**src/rtl/cgen_pkg.sv**
```systemverilog
package cgen_pkg;
  localparam int unsigned CFG_W = 2;
  typedef logic [CFG_W-1:0] pre_code_t;

  localparam pre_code_t PRE_SLOW = 2'b00;
  localparam pre_code_t PRE_MID  = 2'b01;

  // Main-path divide ratio for a prescale code; codes 1x select the full rate.
  function automatic int unsigned pre_ratio(input pre_code_t code,
                                            input int unsigned slow_div,
                                            input int unsigned mid_div);
    case (code)
      PRE_SLOW: return slow_div;
      PRE_MID:  return mid_div;
      default:  return 1;
    endcase
  endfunction
endpackage

```
**src/rtl/cgen_div.sv**
```systemverilog
// Tick divider: counts ticks up to lim and flags the wrapping tick.
module cgen_div #(
  parameter int W = 4
) (
  input  logic         clk,
  input  logic         rst_n,
  input  logic         clr,
  input  logic         tick,
  input  logic [W-1:0] lim,
  output logic         wrap
);
  logic [W-1:0] cnt;

  assign wrap = tick && (cnt == lim);

  always_ff @(posedge clk) begin
    if (!rst_n || clr) cnt <= '0;
    else if (tick)     cnt <= wrap ? '0 : cnt + 1'b1;
  end
endmodule

```
**src/rtl/cgen_standby.sv**
```systemverilog
// Halt / stop / settle-wait flags.
module cgen_standby (
  input  logic clk,
  input  logic rst_n,
  input  logic halt_req,
  input  logic stop_req,
  input  logic irq_release,
  input  logic wait_release,
  output logic halt_ff,
  output logic stop_ff,
  output logic wait_ff,
  output logic running,
  output logic stop_set
);
  logic halt_set;

  assign running  = !(halt_ff || stop_ff || wait_ff);
  assign stop_set = running && stop_req;
  assign halt_set = running && halt_req && !stop_req;

  always_ff @(posedge clk) begin
    if (!rst_n) begin
      halt_ff <= 1'b0;
      stop_ff <= 1'b0;
      wait_ff <= 1'b0;
    end else begin
      if (halt_set)                  halt_ff <= 1'b1;
      else if (halt_ff && irq_release) halt_ff <= 1'b0;

      if (stop_set) stop_ff <= 1'b1;
      else if (stop_ff && irq_release) begin
        stop_ff <= 1'b0;
        wait_ff <= 1'b1;
      end else if (wait_ff && wait_release) wait_ff <= 1'b0;
    end
  end
endmodule

```
**src/rtl/cpu_clkgen.sv**
```systemverilog
module cpu_clkgen #(
  parameter int SLOW_DIV = 16,
  parameter int MID_DIV  = 2,
  parameter int CYC_DIV  = 4
) (
  input  logic       clk,
  input  logic       rst_n,
  input  logic       main_tick,
  input  logic       sub_tick,
  input  logic       cfg_we,
  input  logic       cfg_sub,
  input  logic [1:0] cfg_pre,
  input  logic       halt_req,
  input  logic       stop_req,
  input  logic       irq_release,
  input  logic       wait_release,
  output logic       cpu_ce,
  output logic       osc_en,
  output logic       halt_flag,
  output logic       stop_flag,
  output logic       wait_flag,
  output logic       cur_sub,
  output logic [1:0] cur_pre
);
  import cgen_pkg::*;

  localparam int PCW = (SLOW_DIV > 1) ? $clog2(SLOW_DIV) : 1;
  localparam int CCW = (CYC_DIV > 1) ? $clog2(CYC_DIV) : 1;

  // Named internal events (also observed by the checker)
  logic      running, stop_set, cyc_bound, main_stage;
  logic      main_in, sub_in, cyc_tick;
  logic [PCW-1:0] pre_lim;
  logic      req_sub;
  pre_code_t req_pre;

  cgen_standby u_stby (
    .clk(clk), .rst_n(rst_n),
    .halt_req(halt_req), .stop_req(stop_req),
    .irq_release(irq_release), .wait_release(wait_release),
    .halt_ff(halt_flag), .stop_ff(stop_flag), .wait_ff(wait_flag),
    .running(running), .stop_set(stop_set)
  );

  assign osc_en  = !stop_flag;
  assign main_in = main_tick && !stop_flag;
  assign sub_in  = sub_tick && !stop_flag;
  assign pre_lim = PCW'(pre_ratio(cur_pre, SLOW_DIV, MID_DIV) - 1);

  cgen_div #(.W(PCW)) u_pre (
    .clk(clk), .rst_n(rst_n), .clr(stop_set || cyc_bound),
    .tick(main_in), .lim(pre_lim), .wrap(main_stage)
  );

  assign cyc_tick = cur_sub ? sub_in : main_stage;

  cgen_div #(.W(CCW)) u_cyc (
    .clk(clk), .rst_n(rst_n), .clr(stop_set),
    .tick(cyc_tick), .lim(CCW'(CYC_DIV - 1)), .wrap(cyc_bound)
  );

  // Requested and active configuration
  always_ff @(posedge clk) begin
    if (!rst_n) begin
      req_sub <= 1'b0;
      req_pre <= PRE_SLOW;
      cur_sub <= 1'b0;
      cur_pre <= PRE_SLOW;
    end else begin
      if (cfg_we) req_sub <= cfg_sub;
      if (stop_set)    req_pre <= PRE_SLOW;
      else if (cfg_we) req_pre <= cfg_pre;

      if (stop_set) cur_pre <= PRE_SLOW;
      else if (cyc_bound) begin
        cur_pre <= req_pre;
        cur_sub <= req_sub;
      end
    end
  end

  always_ff @(posedge clk) begin
    if (!rst_n) cpu_ce <= 1'b0;
    else        cpu_ce <= cyc_bound && running;
  end
endmodule

```
**config.mk**
```make
export PLATFORM = sky130hd
export DESIGN_NAME = cpu_clkgen
export DESIGN_NICKNAME = d
export VERILOG_FILES = /design/src/rtl/cgen_pkg.sv /design/src/rtl/cgen_div.sv /design/src/rtl/cgen_standby.sv /design/src/rtl/cpu_clkgen.sv
export SDC_FILE = /design/constraint.sdc
export NUM_CORES = 1
export LEC_CHECK = 0
export ABC_AREA = 1
export BUFFER_PORTS_ARGS = -buffer_cell sky130_fd_sc_hd__buf_2
export CORE_MARGIN = 5
export CORE_UTILIZATION = 50
export CTS_CLUSTER_SIZE = 24
export DETAILED_ROUTE_END_ITERATION = 10
export PLACE_DENSITY_LB_ADDON = 0.1
export SYNTH_ARGS = -nofsm -noshare
export SYNTH_HDL_FRONTEND = slang
export SYNTH_SLANG_ARGS = --single-unit
```
**constraint.sdc**
```tcl
create_clock -name clk -period 1.5 [get_ports clk]
set_input_delay 0.3 -clock clk [delete_from_list [all_inputs] [get_ports clk]]
set_output_delay 0.3 -clock clk [all_outputs]
set_load 0.05 [all_outputs]
```
After elaboration in Yosys (flattened, before gate mapping)
Index checks and enable logic that the tools add are counted.

Flip-flop bits (word level): 16. Input port bits: 12. Output and inout port bits: 8. Word-level logic and storage cells: 55.

Add/subtract/negate cells: 3. Equality and inequality tests: 3. Muxes and demuxes: 10. Bitwise gates (word level): 2. Reduce and logical (&&, ||, !) cells: 27.

Operator list (number): $logic_and A1 B1 Y1 (11); $mux W1 (7); $reduce_bool A2 Y1 (3); $logic_or A1 B1 Y1 (5); $add A4 B1 Y4 const B (1); $eq A4 B4 Y1 (1); $logic_not A1 Y1 (4); $mux W4 (1); $pmux W2 S2 (1); $reduce_and A2 Y1 (2); $sub A4 B1 Y4 const B (1); $add A2 B1 Y2 const B (1); $eq A2 B1 Y1 const B (1); $eq A2 B2 Y1 const B (1); $logic_not A2 Y1 (1); $mux W2 (1); $not A1 Y1 (2); $reduce_or A2 Y1 (1).

Longest topological paths before layout
Depth after elaboration: 9. Mapped depth: 10. Depth with buffers taken out: 10.

By module
Synthesis repeated with hierarchy kept, for this count alone.

Cell total of the unflattened synthesis: 138. Area, all modules: 870.8 µm².

By module, submodules not included: cpu_clkgen (times used 1, cells each 42, area each 286.5 µm², sequential area each 140.1 µm²); cgen_div (u_pre) (times used 1, cells each 47, area each 276.5 µm², sequential area each 80.1 µm²); cgen_div (u_cyc) (times used 1, cells each 27, area each 167.7 µm², sequential area each 40.0 µm²); cgen_standby (times used 1, cells each 22, area each 140.1 µm², sequential area each 60.1 µm²).

Worst setup path after synthesis
Ideal clock, no wire load.

Kind: register to register. Start point: register u_stby.stop_ff. End point: register cur_pre[1]. Setup time: 0.070 ns. Arrival time: 1.582 ns. Required time: 1.430 ns. Setup slack: -0.152 ns. Stages on the path, launching flop included: 9. Path buffers: 0. Period minus slack after synthesis: 1.652 ns. Cells stage by stage: dfxtp_1 -> inv_2 -> nand2_2 -> nor2_4 -> nand4_4 -> nand2_4 -> nand2_4 -> nand2_1 -> a21oi_1.

Word-level cells in the longest chain between the ends: 5. Elaborated cells on any way between the ends: 11. Those cells by class: mux (1); reduce/logical (10).

Ends and longest elaborated chain: from (decl) (line cgen_standby.sv:10) `output logic stop_ff,`; from (signal assigned) (line cgen_standby.sv:24) `stop_ff <= 1'b0;`; from (signal assigned) (line cgen_standby.sv:30) `if (stop_set) stop_ff <= 1'b1;`; from (signal assigned) (line cgen_standby.sv:32) `stop_ff <= 1'b0;`; $logic_not A1 Y1 (*); named net osc_en (line cpu_clkgen.sv:18) `output logic osc_en,`; $logic_and A1 B1 Y1 (line cpu_clkgen.sv:46) `assign main_in = main_tick && !stop_flag;`; $logic_and A1 B1 Y1 (line cgen_div.sv:14) `assign wrap = tick && (cnt == lim);`; $mux W1 (*) (line cpu_clkgen.sv:55) `assign cyc_tick = cur_sub ? sub_in : main_stage;`; $logic_and A1 B1 Y1 (*) (line cgen_div.sv:14); to (signal assigned) (line cpu_clkgen.sv:76) `cur_pre <= req_pre;`; to (decl) (line cpu_clkgen.sv:23) `output logic [1:0] cur_pre`.

Mark *: on every way through the listed nets, which the timed path passes. The rest lies on a longest branch. A chain may end at the register's enable or synchronous reset.

Final worst setup path
Start point: register cur_pre[1]. End point: output port cur_pre[1].

No word-level cell between the ends.

==> out/summary.json <==
{
  "detail_route.wl_per_cell_um": 11.1,
  "worst_slew_pin_slew_ps": 247,
  "totalPowerFinal_mw": 0.794,
  "die_area_mm2": 0.00245,
  "post_cts.resized_instances": 0,
  "yosys.area.top_type_share": 0.410,
  "yosys_register_bits": 16,
  "maxcap_violations": 0,
  "worst_path_largest_cell_delay_ps": 450,
  "layoutNonFillerInstCount": 145,
  "synthesis.area_um2": 782,
  "cts_root_buf": "clkbuf_4",
  "rows": 14,
  "hold_class": "input pin to flop",
  "worst_setup_path_start_kind": "flop",
  "worst-r2r-setup-slack_ps": 200,
  "grt_first_pass_wirelength_mm": 2.83,
  "fin_crit_ps": 1340,
  "p_leak_nw": 0.423,
  "io_pins": 20,
  "dpl.cell_count": 142,
  "initial_utilization": 0.525,
  "worst_setup_path_end_kind": "output pin",
  "flow.area_growth_from_synthesis_pct": 18.7,
  "outcome": "complete, no violations",
  "critical_path_class": "flop to output pin",
  "most_utilized_layer_in_the_global_route_result": "met2",
  "final_max_slew_viol_count": 0,
  "maxSlewHeadroom": 0.835,
  "drt_pre_antenna_iters": 6,
  "synth.net_count": 120,
  "crit_family": "flip-flops",
  "cts_max_level": 1,
  "clk-insertion-delay-late_ps": 280,
  "post-dp-hpwl_mm": 1.31,
  "total_via_count_in_the_routed_design": 748,
  "synthTopCellsByArea": "dfxtp_1 (41%), nand2_1 (13%), a21oi_1 (8.3%), inv_1 (6.2%), nand3_1 (5.8%)",
  "drc": 0,
  "postCtsSetupBuffers": 0,
  "share_of_synthesized_area_occupied_by_flip_flops_and_latches": 0.410,
  "routed_via_density": 5.16,
  "post-synth-top-count-cell": "nand2_1",
  "yosysUniqueCellTypes": 20,
  "max-clock-path-buffers": 2,
  "cp_cell_sequence": "buf_2",
  "synthCells": 106,
  "gp_congestion": 0.844,
  "crit_fanout": 6,
  "fp.coreArea_mm2": 0.00149,
  "final-setup-viol-count": 0,
  "hold_violations": 0,
  "cp.buffers_inverters": 1,
  "crit_path_top_delay_cell": "dfxtp_1",
  "antenna_found_initial": 0,
  "portBuffers": 19,
  "power_per_cell_area_mw_per_mm2": 855,
  "drive_above_1_share": 0.287,
  "timing.final.crit_share": 0.894,
  "synth_edf_count": 0,
  "numCtsBuffers": 3,
  "setup-tns-final_ps": 0,
  "yosys_warnings": 0,
  "met3_demand_to_capacity_share_in_global_routing": 0.0452,
  "cp_data_required_time_ps": 1200,
  "achievable-frequency_mhz": 746,
  "syn_area_per_cell_um2": 7.38,
  "yosysTopAreaCell": "dfxtp_1",
  "grt_use_met1": 0.192,
  "global_route.usage.total": 0.144,
  "cts_tree": "yes",
  "async_flop_share": 0,
  "cts.clk_slew.worst_paths_ps": 90,
  "detail_route.iter0.violations": 16,
  "grt_start_max_net_pins": 9,
  "grt_pass1_vias": 678,
  "final_net_count": 145,
  "die_height_um": 49.5,
  "fp.dieW_um": 49.5,
  "globalRouteOverflowTotal": 0,
  "ant_nets": 0,
  "cts_hold_buf": 0,
  "antenna-diode-count": 0,
  "drt-total-wl_mm": 1.61,
  "grt_util_met2": 0.208,
  "ir_worst_vdd_mv": 0.577,
  "ys.flop_type": "dfxtp_1",
  "clkSinkCount": 16,
  "fin_skew_ps": 5.07,
  "cp.arrival_ps": 1040,
  "setup_repair_after_global_routing_missed_its_margin": "false",
  "synth_top_cells_by_count": "nand2_1 (28), dfxtp_1 (16), a21oi_1 (13), inv_1 (13), nand3_1 (9)"
}
[worst reg2reg max path: stages, from the launching register on]
cell	delay [ps]
dfxtp_1	450
nor2_1	80
nand2_1	60
nand2_1	110
nand4_4	140
nand2_4	90
nand2_4	100
nand2_2	80
nor3_2	120
[state kept, by name, indices dropped and copies added (netlist names)]
name and count:
req_pre 2, cur_pre 2, u_stby.wait_ff 1, u_cyc.cnt 2, cur_sub 1, cpu_ce 1
u_stby.stop_ff 1, u_stby.halt_ff 1, u_pre.cnt 4, req_sub 1
[cells by family (layout without fill, tap and decap cells)]
kind of cell             Yosys count  count (layout)  synth area share
flip-flops                        16              16             0.410
AO/OA/AOI/OAI                     16              16             0.104
AND/OR/NAND/NOR                   56              56             0.378
adder cells (fa/ha/maj)            2               2            0.0320
buffers and inverters             16              39            0.0768
[cell type report]
class	instances	area, µm²
repair buffers	20	103
multi-input cells	74	402
well taps	16	20.0
clock buffers	3	22.5
inverters	16	60.1
flip-flops and latches	16	322
fillers	130	561
[path summary, 6_finish.rpt]
check                   from  cells after the start           end
hold / removal    cfg_pre[1]                      3    req_pre[1]
setup reg to reg  cur_pre[1]                      8  u_pre.cnt[3]
hold reg to reg   req_pre[1]                      2    req_pre[1]
setup / recovery  cur_pre[1]                      1    cur_pre[1]
[report_power, final]
part | switching [mW] | internal, mW | total, mW
sequential | 0.0104 | 0.438 | 0.448
clock | 0.131 | 0.0932 | 0.224
combinational | 0.0810 | 0.0403 | 0.121
total | 0.222 | 0.572 | 0.794
[per-stage QoR]
step	setup slack, ps	hold WS [ps]	utilization	cell area [µm²]
final	159	244	0.624	928
after global routing	87.8	243	0.624	928
after CTS	155	245	0.624	928
after detailed placement	216	452	0.608	906
after global placement	259	451	0.608	906
after floorplan	7.98	421	-	783
[per-layer routing]
metal	part of all wire	wire length (µm)	vias to the layer above
met5	0	0	-
met2	0.47	748	29
met3	0.083	134	2
met4	0.0087	14	0
li1	-	-	389
met1	0.44	711	328
[placed cells by master, fill, tap and decap left out]
cell / n
nand2_2: 3
nand3_2: 1
buf_4: 1
o21ai_0: 1
inv_2: 3
nand3b_1: 1
nand4_1: 1
a21oi_1: 13
ha_1: 2
o21ai_1: 1
nand4_4: 1
inv_1: 13
nor2_4: 1
clkbuf_4: 3
a31oi_1: 1
dfxtp_2: 1
nand3_1: 9
nand2_4: 2
buf_2: 19
dfxtp_1: 15
nor3_1: 1
nor3_2: 2
nand2_1: 28
nor2_1: 6
(Power assumes the default switching activity.)
